$ cat config.mk
export PLATFORM = sky130hd
export DESIGN_NAME = wcache_seq
export DESIGN_NICKNAME = d
export VERILOG_FILES = /design/src/rtl/wc_pkg.sv /design/src/rtl/wc_tag_match.sv /design/src/rtl/wc_line_store.sv /design/src/rtl/wc_commit_fsm.sv /design/src/rtl/wcache_seq.sv
export SDC_FILE = /design/constraint.sdc
export NUM_CORES = 1
export LEC_CHECK = 0
export BUFFER_PORTS_ARGS = -buffer_cell sky130_fd_sc_hd__buf_2
export CELL_PAD_IN_SITES_DETAIL_PLACEMENT = 0
export CELL_PAD_IN_SITES_GLOBAL_PLACEMENT = 1
export CORE_MARGIN = 10
export CORE_UTILIZATION = 55
export DETAILED_ROUTE_END_ITERATION = 10
export GPL_ROUTABILITY_DRIVEN = 0
export PLACE_DENSITY = 0.9
export SLEW_MARGIN = 20
export SYNTH_ARGS = -nofsm -noshare
export SYNTH_HDL_FRONTEND = slang
export SYNTH_SLANG_ARGS = --single-unit
$ cat constraint.sdc
create_clock -name clk -period 4.1 [get_ports clk]
set_clock_uncertainty 0.15 [all_clocks]
set_input_delay 0.205 -clock clk [delete_from_list [all_inputs] [get_ports clk]]
set_output_delay 0.205 -clock clk [all_outputs]
set_load 0.02 [all_outputs]
$ cat src/rtl/wc_pkg.sv
package wc_pkg;
  localparam int BYTE_W = 8;
  typedef logic [BYTE_W-1:0] byte_t;
endpackage

$ cat src/rtl/wc_tag_match.sv
module wc_tag_match #(
  parameter int LINES  = 8,
  parameter int PAGE_W = 9,
  parameter int IDX_W  = 3,
  parameter int CNT_W  = 4
) (
  input  logic [LINES*PAGE_W-1:0] tags_flat,
  input  logic [CNT_W-1:0]        fill,
  input  logic [PAGE_W-1:0]       page,
  output logic                    hit,
  output logic [IDX_W-1:0]        hit_idx
);
  logic [LINES-1:0] cmp;

  for (genvar i = 0; i < LINES; i++) begin : g_cmp
    assign cmp[i] = (CNT_W'(i) < fill) &&
                    (tags_flat[i*PAGE_W +: PAGE_W] == page);
  end

  always_comb begin
    hit     = 1'b0;
    hit_idx = '0;
    for (int i = LINES - 1; i >= 0; i--) begin
      if (cmp[i]) begin
        hit     = 1'b1;
        hit_idx = IDX_W'(i);
      end
    end
  end
endmodule

$ cat src/rtl/wc_line_store.sv
module wc_line_store
  import wc_pkg::*;
#(
  parameter int LINES      = 8,
  parameter int LINE_BYTES = 8,
  parameter int PAGE_W     = 9,
  parameter int OFF_W      = 3,
  parameter int IDX_W      = 3,
  parameter int CNT_W      = 4
) (
  input  logic                    clk,
  input  logic                    rst_n,
  input  logic                    wr_do,
  input  logic                    wr_alloc,
  input  logic [IDX_W-1:0]        wr_idx,
  input  logic [PAGE_W-1:0]       wr_page,
  input  logic [OFF_W-1:0]        wr_off,
  input  byte_t                   wr_data,
  input  logic                    clear,
  input  logic [IDX_W-1:0]        rd_idx,
  input  logic [OFF_W-1:0]        rd_off,
  output logic                    rd_valid,
  output byte_t                   rd_data,
  output logic [PAGE_W-1:0]       rd_tag,
  output logic [LINES*PAGE_W-1:0] tags_flat,
  output logic [CNT_W-1:0]        fill
);
  byte_t                 data_q [LINES][LINE_BYTES];
  logic [PAGE_W-1:0]     tag_q  [LINES];
  logic [LINE_BYTES-1:0] mask_q [LINES];

  for (genvar i = 0; i < LINES; i++) begin : g_flat
    assign tags_flat[i*PAGE_W +: PAGE_W] = tag_q[i];
  end

  // Payload and tags: no reset needed, qualified by masks and fill count.
  always_ff @(posedge clk) begin
    if (wr_do) data_q[wr_idx][wr_off] <= wr_data;
    if (wr_alloc) tag_q[wr_idx] <= wr_page;
  end

  always_ff @(posedge clk) begin
    if (!rst_n || clear) begin
      for (int i = 0; i < LINES; i++) mask_q[i] <= '0;
      fill <= '0;
    end else if (wr_do) begin
      mask_q[wr_idx][wr_off] <= 1'b1;
      if (wr_alloc) fill <= fill + CNT_W'(1);
    end
  end

  assign rd_valid = mask_q[rd_idx][rd_off];
  assign rd_data  = data_q[rd_idx][rd_off];
  assign rd_tag   = tag_q[rd_idx];
endmodule

$ cat src/rtl/wc_commit_fsm.sv
module wc_commit_fsm #(
  parameter int PAGE_CYCLES = 16,
  parameter int LINE_BYTES  = 8,
  parameter int OFF_W       = 3,
  parameter int IDX_W       = 3,
  parameter int CNT_W       = 4
) (
  input  logic             clk,
  input  logic             rst_n,
  input  logic             start,
  input  logic [CNT_W-1:0] fill,
  output logic             busy,
  output logic [IDX_W-1:0] cur_idx,
  output logic [OFF_W-1:0] tick_off,
  output logic             prog_phase,
  output logic             page_done,
  output logic             commit_end
);
  localparam int TICK_W = $clog2(PAGE_CYCLES + 1);

  logic [TICK_W-1:0] tick;
  logic              last_line;

  assign last_line  = (CNT_W'(cur_idx) + CNT_W'(1)) == fill;
  assign page_done  = busy && (tick == TICK_W'(PAGE_CYCLES - 1));
  assign commit_end = page_done && last_line;
  assign prog_phase = busy && (tick < TICK_W'(LINE_BYTES));
  assign tick_off   = OFF_W'(tick);

  always_ff @(posedge clk) begin
    if (!rst_n) begin
      busy    <= 1'b0;
      cur_idx <= '0;
      tick    <= '0;
    end else if (!busy) begin
      if (start) begin
        busy    <= 1'b1;
        cur_idx <= '0;
        tick    <= '0;
      end
    end else if (page_done) begin
      if (last_line) begin
        busy <= 1'b0;
      end else begin
        cur_idx <= cur_idx + IDX_W'(1);
        tick    <= '0;
      end
    end else begin
      tick <= tick + TICK_W'(1);
    end
  end
endmodule

$ cat src/rtl/wcache_seq.sv
module wcache_seq
  import wc_pkg::*;
#(
  parameter int ADDR_W      = 12,
  parameter int LINES       = 8,
  parameter int LINE_BYTES  = 8,
  parameter int PAGE_CYCLES = 50000
) (
  input  logic              clk,
  input  logic              rst_n,
  input  logic              wr_en,
  input  logic [ADDR_W-1:0] wr_addr,
  input  logic [7:0]        wr_data,
  input  logic              commit_req,
  output logic              mem_we,
  output logic [ADDR_W-1:0] mem_addr,
  output logic [7:0]        mem_data,
  output logic              busy
);
  localparam int OFF_W  = $clog2(LINE_BYTES);
  localparam int PAGE_W = ADDR_W - OFF_W;
  localparam int IDX_W  = $clog2(LINES);
  localparam int CNT_W  = $clog2(LINES + 1);

  function automatic logic [OFF_W-1:0] offset_of(input logic [ADDR_W-1:0] a);
    return a[OFF_W-1:0];
  endfunction

  function automatic logic [PAGE_W-1:0] page_of(input logic [ADDR_W-1:0] a);
    return a[ADDR_W-1:OFF_W];
  endfunction

  function automatic logic [ADDR_W-1:0] join_addr(input logic [PAGE_W-1:0] p,
                                                  input logic [OFF_W-1:0] o);
    return {p, o};
  endfunction

  // Named internal events for the checker.
  logic                    accept, wr_hit, wr_alloc, wr_drop, wr_do;
  logic                    commit_start, commit_end, page_done, prog_phase;
  logic [CNT_W-1:0]        fill;
  logic [IDX_W-1:0]        hit_idx, wr_idx, cur_idx;
  logic [OFF_W-1:0]        tick_off;
  logic                    hit, rd_valid;
  logic [PAGE_W-1:0]       rd_tag;
  byte_t                   rd_data;
  logic [LINES*PAGE_W-1:0] tags_flat;
  logic                    cache_full;

  assign cache_full   = (fill == CNT_W'(LINES));
  assign accept       = wr_en && !busy;
  assign wr_hit       = accept && hit;
  assign wr_alloc     = accept && !hit && !cache_full;
  assign wr_drop      = accept && !hit && cache_full;
  assign wr_do        = wr_hit || wr_alloc;
  assign wr_idx       = hit ? hit_idx : IDX_W'(fill);
  assign commit_start = commit_req && !busy && (fill != '0);

  wc_tag_match #(
    .LINES(LINES), .PAGE_W(PAGE_W), .IDX_W(IDX_W), .CNT_W(CNT_W)
  ) u_match (
    .tags_flat (tags_flat),
    .fill      (fill),
    .page      (page_of(wr_addr)),
    .hit       (hit),
    .hit_idx   (hit_idx)
  );

  wc_line_store #(
    .LINES(LINES), .LINE_BYTES(LINE_BYTES), .PAGE_W(PAGE_W),
    .OFF_W(OFF_W), .IDX_W(IDX_W), .CNT_W(CNT_W)
  ) u_store (
    .clk       (clk),
    .rst_n     (rst_n),
    .wr_do     (wr_do),
    .wr_alloc  (wr_alloc),
    .wr_idx    (wr_idx),
    .wr_page   (page_of(wr_addr)),
    .wr_off    (offset_of(wr_addr)),
    .wr_data   (wr_data),
    .clear     (commit_end),
    .rd_idx    (cur_idx),
    .rd_off    (tick_off),
    .rd_valid  (rd_valid),
    .rd_data   (rd_data),
    .rd_tag    (rd_tag),
    .tags_flat (tags_flat),
    .fill      (fill)
  );

  wc_commit_fsm #(
    .PAGE_CYCLES(PAGE_CYCLES), .LINE_BYTES(LINE_BYTES),
    .OFF_W(OFF_W), .IDX_W(IDX_W), .CNT_W(CNT_W)
  ) u_fsm (
    .clk        (clk),
    .rst_n      (rst_n),
    .start      (commit_start),
    .fill       (fill),
    .busy       (busy),
    .cur_idx    (cur_idx),
    .tick_off   (tick_off),
    .prog_phase (prog_phase),
    .page_done  (page_done),
    .commit_end (commit_end)
  );

  assign mem_we   = prog_phase && rd_valid;
  assign mem_addr = join_addr(rd_tag, tick_off);
  assign mem_data = rd_data;
endmodule

==> results of run 1 <==
==> state kept, by name, summed over array words and instances, names as in the netlist, named ones only <==
register        cells
u_fsm.busy          1
u_store.fill        4
u_store.tag_q      72
u_fsm.cur_idx       3
u_store.mask_q     64
u_store.data_q    512
u_fsm.tick         16
==> timing repair <==
| action | in CTS | in global routing |
|---|---|---|
| resized for setup | 0 | 3 |
| hold buffers | 14 | 0 |
| endpoints found under the hold margin | 108 | 0 |
| endpoints found under the setup margin | 0 | 41 |
==> power by group through the flow <==
| stage | Clock (mW) | Sequential, mW | Combinational, mW |
|---|---|---|---|
| final | 6.46 | 7.55 | 0.800 |
| after detailed placement | 0 | 7.69 | 0.772 |
| after global placement | 0 | 7.69 | 0.754 |
| after floorplan | 0 | 7.69 | 0.421 |
| after CTS | 6.53 | 7.55 | 0.793 |
| after global routing | 6.81 | 7.55 | 0.846 |
==> synthesized netlist by cell type (5+ instances only) <==
master    number
xnor2_1       56
and3_1         5
mux4_2       207
and2_1         8
ha_1           5
nor4_1         9
o31ai_2       12
nand4_1       21
mux2_2         9
edfxtp_1     584
o31ai_1       53
nand3_1        7
nand2_1       86
buf_1          7
nor2_1        23
inv_1          9
clkbuf_1      46
buf_4          8
buf_2         32
nand3_2        8
dfxtp_1       91
a21oi_1        6
nor3_1        79
xor2_1        34
nor2b_1        7
buf_6          8
==> layout by cell type, fill, tap and decap left out, types with 21 or more instances in the layout <==
master	n
mux4_2	207
buf_2	45
xnor2_1	56
buf_4	128
nor2_1	23
dfxtp_1	87
o31ai_1	53
edfxtp_1	584
nand4_1	21
xor2_1	34
clkbuf_16	72
nor3_1	67
nand2_1	86
==> layer usage <==
metal	GRT usage, %	vias up
li1	-	6312
met1	28.6	7883
met2	38.4	702
met3	4.01	130
met4	7.54	4
met5	0	-
==> per-stage QoR <==
| stage | instances | power, mW |
|---|---|---|
| after CTS | 2357 | 14.9 |
| after global routing | 2357 | 15.2 |
| final | 2357 | 14.8 |
| after global placement | 2220 | 8.44 |
| after floorplan | 1465 | 8.11 |
| after detailed placement | 2220 | 8.46 |
==> worst min-delay path by stage <==
stage / startpoint / endpoint / slack, ns / depth (start not counted)
floorplan: wr_data[0] / u_store.data_q[0][0]$_DFFE_PP_ / 0.15 / 0
global placement: u_store.mask_q[6][1]$_DFF_P_ / u_store.mask_q[6][1]$_DFF_P_ / 0.28 / 2
detailed placement: u_store.mask_q[1][2]$_DFF_P_ / u_store.mask_q[1][2]$_DFF_P_ / 0.29 / 2
CTS: wr_addr[0] / u_store.mask_q[4][4]$_DFF_P_ / 0.02 / 4
global route: wr_addr[0] / u_store.mask_q[4][4]$_DFF_P_ / 0.07 / 4
finish: wr_addr[0] / u_store.mask_q[3][4]$_DFF_P_ / 0.05 / 4
==> kinds of logic (layout without fill, tap and decap cells) <==
| kind of cell | Yosys count | count (layout) | share of synthesized area, % |
|---|---|---|---|
| xor+xnor | 91 | 91 | 2.92 |
| mux | 220 | 220 | 17.3 |
| buf+inv | 110 | 330 | 1.96 |
| compound gates | 90 | 90 | 2.68 |
| simple gates | 274 | 274 | 5.20 |
| flops | 675 | 675 | 69.7 |
| fa+ha+maj | 5 | 5 | 0.225 |
==> worst max-delay path, stage by stage, from the launching register on <==
cell	delay (ns)
dfxtp_1	0.32
inv_1	0.09
ha_1	0.19
inv_1	0.06
a21oi_1	0.16
nor4_1	0.09
buf_4	0.15
nor4b_2	0.73
a21boi_4	0.14
or3_2	0.55
buf_12	0.19
nor3_1	0.84
==> layout make-up <==
class                           instances  share of cell area (%)
Clock buffer                           80                    5.77
Clock inverter                         43                    1.50
Inverter                                9                   0.105
Multi-Input combinational cell        680                    24.8
Sequential cell                       675                    60.4
Tap cell                              672                    2.62
Timing Repair Buffer                  198                    4.82
==> impl_metrics.py, run 1 <==
metrics = {
    "outcome": {
        "outcome": "complete, no violations",
    },
    "synthesis": {
        "async_reset_ff_share_pct": 0,
        "synth_top_cell_by_area": "edfxtp_1",
        "ys.flop_type": "edfxtp_1",
        "syn_nets": 1494,
        "synth-seq-cells": 675,
        "netlist_area_mm2": 0.0278,
        "syn_area_per_cell_um2": 19.0,
        "synth_cell_types": 55,
        "synth_cells": 1465,
        "yosysWarnings": 0,
        "synth_area_leaders": "edfxtp_1 (63%), mux4_2 (17%), dfxtp_1 (6.6%), xnor2_1 (1.8%), o31ai_1 (1.4%)",
        "yosys.area.top_type_share_pct": 63.2,
        "yosysSeqAreaShare_pct": 69.7,
        "synth_edf_count": 584,
    },
    "route": {
        "routed_wl_mm": 66.5,
        "drt_pre_antenna_iters": 5,
        "maxUsedRoutingLayer": "met5",
        "routedWlPerCell_um": 28.2,
        "antenna_left": 0,
        "vias": 15000,
        "wl_met1_mm": 25.2,
        "viasPerCell": 6.38,
        "dr_wl_met3_mm": 4.57,
        "wl_met2_mm": 34.8,
        "drt_iter0_markers": 1681,
        "drcViolationCount": 0,
    },
    "critical_path": {
        "crit_fanout": 9,
        "r2r_cells": 11,
        "path_class": "flip-flop to flip-flop",
        "crit_path_end": "u_store.data_q[2][59]$_DFFE_PP_",
        "reg2reg_from": "u_store.fill[1]$_SDFFE_PP0P_",
        "r2r_slack_ns": 0.05,
        "r2r_end": "u_store.data_q[2][59]$_DFFE_PP_",
        "cp_data_required_time_ns": 4.17,
        "worst_setup_path_end_kind": "flip-flop",
        "critPathLaunchType": "flip-flop",
        "startpoint": "u_store.fill[1]$_SDFFE_PP0P_",
        "cp.arrival_ns": 4.13,
    },
    "clock_tree": {
        "cts_max_level": 3,
        "cts_tree": "yes",
        "clkSinkCount": 675,
        "clk_pin_slew_ns": 0.06,
        "cts_root_buf": "clkbuf_16",
        "cts_setup_buffers": 0,
        "clkLatencyLatePin_ns": 0.60,
        "clockBufferDepth": 3,
        "cts_buffers": 69,
    },
    "timing": {
        "worst_slack_ns": 0.0452,
        "hold_viol_final": 0,
        "finalSetupViolCount": 0,
        "finalMaxSlewViolations": 0,
        "rsz0062_at_grt": "yes",
        "worstMarginPinSlew_ns": 1.06,
        "setup_tns_ns": 0,
        "worst_hold_slack_ns": 0.0548,
        "fin_crit_sh_pct": 98.9,
        "fmax_mhz": 247,
        "relSlewSlack_pct": 28.8,
        "fin_crit_ns": 4.05,
    },
    "power": {
        "internal_power_mw": 11.7,
        "p_leak_nw": 10.0,
        "ir_drop_mv": 0.280,
        "pwr-share-clk_pct": 43.6,
        "power.density_mw_per_mm2": 461,
        "switching_share_pct": 21.3,
        "netSwitchingPower_mw": 3.15,
        "p_seq_share_pct": 51.0,
        "combinationalPowerShare_pct": 5.4,
    },
    "flow_run": {
        "cap_violations": 0,
    },
    "floorplanning": {
        "die_y_um": 245,
        "die-area_mm2": 0.0599,
        "die_w_um": 245,
        "initial_utilization_pct": 55.5,
        "coreArea_mm2": 0.0501,
        "rows": 82,
        "io_pins": 46,
    },
    "cells_and_area": {
        "drive_gt1_share_pct": 32.7,
        "diodes": 0,
        "multiInputGateArea_mm2": 0.00796,
        "finish.utilization_pct": 64.1,
        "fill_cells": 3359,
        "final_nets": 1662,
        "finish.instance_area_mm2": 0.0321,
        "area_delta_synth_final_pct": 15.5,
        "seqCellArea_mm2": 0.0194,
    },
    "worst_hold_path": {
        "hold_class": "input port to flip-flop",
    },
    "place": {
        "dpl-instance-area_mm2": 0.0295,
        "place_hpwl_mm": 39.5,
        "post-place-ws_ns": 0.000486,
        "io_buffers": 45,
    },
    "grt": {
        "grt_pass1_wl_mm": 101,
        "grt_pass1_vias": 15300,
        "grt_max_degree": 73,
        "grt.total_usage_pct": 22.4,
        "grt_overflow": 0,
        "antenna_found_initial": 2,
    },
}
Note: power is estimated with default switching activity, not from simulation.
==> run 2, diff against run 1 <==
- ABC_AREA: unset -> 1
- CORE_UTILIZATION: 55 -> 51
- PLACE_DENSITY: 0.9 -> 0.91
==> run 2 against run 1 <==
Synthesized cell count is 85% higher. Hold slack got worse by 0.019 ns. Flip-flop and latch count did not move. Cell count rose by 51%. Critical endpoint is now mem_data[7]. Die area rose by 12%. Global-route usage rose by 0.64 points.
==> impl_metrics.py, run 2 <==
metrics = {
    "grt": {
        "grt_pass1_vias": 20700,
        "grt_pass1_wl_mm": 121,
        "grt_overflow": 0,
        "grt.total_usage_pct": 23.1,
        "antenna_found_initial": 1,
        "grt_max_degree": 180,
    },
    "route": {
        "vias": 21500,
        "drt_iter0_markers": 2615,
        "routed_wl_mm": 78.5,
        "drcViolationCount": 0,
        "viasPerCell": 6.06,
        "antenna_left": 0,
        "drt_pre_antenna_iters": 6,
        "routedWlPerCell_um": 22.1,
    },
    "critical_path": {
        "crit_path_end": "mem_data[7]",
        "cp_data_required_time_ns": 3.74,
        "reg2reg_from": "u_store.fill[1]$_SDFFE_PP0P_",
        "crit_buf_inv": 3,
        "crit_fanout": 179,
        "cp.arrival_ns": 3.59,
        "r2r_slack_ns": 0.53,
        "cp_slowest_cell": "inv_12",
        "worst_setup_path_end_kind": "output pin",
        "crit_cells": 9,
        "path_class": "flip-flop to output pin",
        "critPathLaunchType": "flip-flop",
        "crit_top_cell": "o21ai_0",
        "cpPeakStageDelay_ns": 0.51,
        "critPathTopFamily": "buffers and inverters",
        "r2r_cells": 12,
        "r2r_end": "u_store.data_q[6][38]$_DFFE_PP_",
        "cp_cell_sequence": "inv_12 -> buf_4 -> o21ai_0 -> o22ai_1 -> o21ai_0 -> o221ai_1 -> o311ai_0 -> nand2_1 -> buf_2",
    },
    "clock_tree": {
        "clockBufferDepth": 3,
        "clkSinkCount": 675,
        "cts_root_buf": "clkbuf_16",
        "clk_pin_slew_ns": 0.06,
        "clkLatencyLatePin_ns": 0.60,
        "cts_setup_buffers": 0,
        "cts_tree": "yes",
        "cts_buffers": 69,
        "cts_max_level": 3,
    },
    "floorplanning": {
        "coreArea_mm2": 0.0564,
        "io_pins": 46,
        "die_y_um": 259,
        "die-area_mm2": 0.0669,
        "rows": 87,
        "die_w_um": 259,
        "initial_utilization_pct": 51.5,
    },
    "cells_and_area": {
        "final_common_cell": "edfxtp_1",
        "final_cell_mix": "edfxtp_1 (584), nor2_1 (453), nand2_1 (381), o21ai_0 (367), o22ai_1 (138)",
        "drive_gt1_share_pct": 10.2,
        "regMostFlops": "u_store.data_q",
        "diodes": 0,
        "finish.utilization_pct": 57.7,
        "largest_register_ffs": 512,
        "fill_cells": 4664,
        "area_delta_synth_final_pct": 12.1,
        "top_regs": "u_store.data_q: 512 flops, u_store.tag_q: 72 flops, u_store.mask_q: 64 flops",
        "instances_no_fill": 3557,
        "final_nets": 2781,
    },
    "synthesis": {
        "async_reset_ff_share_pct": 0,
        "ys.flop_type": "edfxtp_1",
        "synth_edf_count": 584,
        "yosys.area.top_type_share_pct": 60.4,
        "yosysWarnings": 0,
        "synth_top_cell_by_area": "edfxtp_1",
        "synth_commonest_cells": "edfxtp_1 (584), nor2_1 (453), nand2_1 (381)",
        "synth-seq-cells": 675,
        "synth_area_leaders": "edfxtp_1 (60%), o21ai_0 (6.3%), dfxtp_1 (6.3%), nor2_1 (5.9%), nand2_1 (4.9%)",
        "yosysSeqAreaShare_pct": 66.7,
        "synth_cell_types": 51,
        "syn_nets": 2741,
        "netlist_area_mm2": 0.0290,
        "synth.most_common_cell": "edfxtp_1",
        "synth_cells": 2712,
        "syn_area_per_cell_um2": 10.7,
    },
    "power": {
        "ir_drop_mv": 0.440,
        "internal_power_mw": 11.4,
        "switching_share_pct": 21.7,
        "netSwitchingPower_mw": 3.15,
        "power.density_mw_per_mm2": 445,
        "p_seq_share_pct": 52.0,
        "pwr-share-clk_pct": 43.0,
        "p_leak_nw": 11.4,
        "combinationalPowerShare_pct": 5.0,
    },
    "timing": {
        "hold_viol_final": 0,
        "finalMaxSlewViolations": 0,
        "setup_tns_ns": 0,
        "fmax_mhz": 254,
        "finalSetupViolCount": 0,
        "rsz0062_at_grt": "no",
        "fin_crit_sh_pct": 96.2,
        "worstMarginPinSlew_ns": 1.02,
        "relSlewSlack_pct": 31.7,
        "fin_crit_ns": 3.94,
    },
    "worst_hold_path": {
        "hold_class": "input port to flip-flop",
    },
    "place": {
        "place_hpwl_mm": 47.4,
        "dp_cells": 3426,
        "io_buffers": 45,
    },
    "outcome": {
        "outcome": "complete, no violations",
    },
    "flow_run": {
        "cap_violations": 0,
    },
}
-- run 2: cells by family (layout without fill, tap and decap cells) --
group / after synthesis / in the layout / share of synthesized area (%)
AOI/OAI and AO/OA: 633 / 633 / 12.3
adders and majority gates: 5 / 5 / 0.215
xor gates and xnor gates: 41 / 41 / 1.24
buffers and inverters: 276 / 365 / 3.95
DFF: 675 / 675 / 66.7
and+or+nand+nor: 1082 / 1082 / 15.6
-- run 2: how the worst min path moves through the flow --
| stage | start | end | slack, ns | cells past startpoint |
|---|---|---|---|---|
| finish | wr_data[1] | u_store.data_q[6][1]$_DFFE_PP_ | 0.04 | 1 |
| global route | wr_data[1] | u_store.data_q[6][1]$_DFFE_PP_ | 0.03 | 1 |
| CTS | wr_data[1] | u_store.data_q[6][1]$_DFFE_PP_ | 0.01 | 1 |
| detailed placement | u_store.mask_q[0][5]$_DFF_P_ | u_store.mask_q[0][5]$_DFF_P_ | 0.29 | 2 |
| global placement | u_store.mask_q[5][6]$_DFF_P_ | u_store.mask_q[5][6]$_DFF_P_ | 0.29 | 2 |
| floorplan | wr_data[0] | u_store.data_q[0][0]$_DFFE_PP_ | 0.15 | 0 |
-- run 2: what timing repair did --
action	CTS	global route
endpoints found under the setup margin	0	4
hold buffers	11	0
gates resized for setup	0	2
hold endpoints to repair	117	0
-- run 2: power groups by stage --
| stage | combinational [mW] | clock [mW] | sequential (mW) |
|---|---|---|---|
| after floorplan | 0.382 | 0 | 7.68 |
| after global placement | 0.690 | 0 | 7.69 |
| after detailed placement | 0.698 | 0 | 7.69 |
| after CTS | 0.709 | 6.29 | 7.54 |
| after global routing | 0.770 | 6.58 | 7.55 |
| final | 0.720 | 6.23 | 7.55 |
-- run 2: through the flow --
step	hold slack [ns]	worst slack, ns	power [mW]	instance area, µm²
floorplan	0.154	1.16	8.06	29000
global placement	0.287	0.728	8.38	30200
detailed placement	0.289	0.649	8.39	30200
CTS	0.0118	0.0694	14.5	32500
global route	0.0314	0.0186	14.9	32500
finish	0.0360	0.156	14.5	32500
-- run 2: final cells by class --
class	count	area (µm²)	area share, %
flip-flops and latches	675	19400	59.5
clock inverters	32	355	1.09
multi-input cells	1761	8540	26.2
well taps	756	946	2.91
repair buffers	142	1060	3.25
inverters	103	404	1.24
clock buffers	88	1870	5.75
-- run 2: metal layers --
layer	part of all wire, %	global-route usage (%)	up-vias
met1	40	31.2	10400
met5	0.013	0	-
met2	46	36.7	1247
li1	-	-	9733
met3	10	4.46	176
met4	3.1	8.28	2
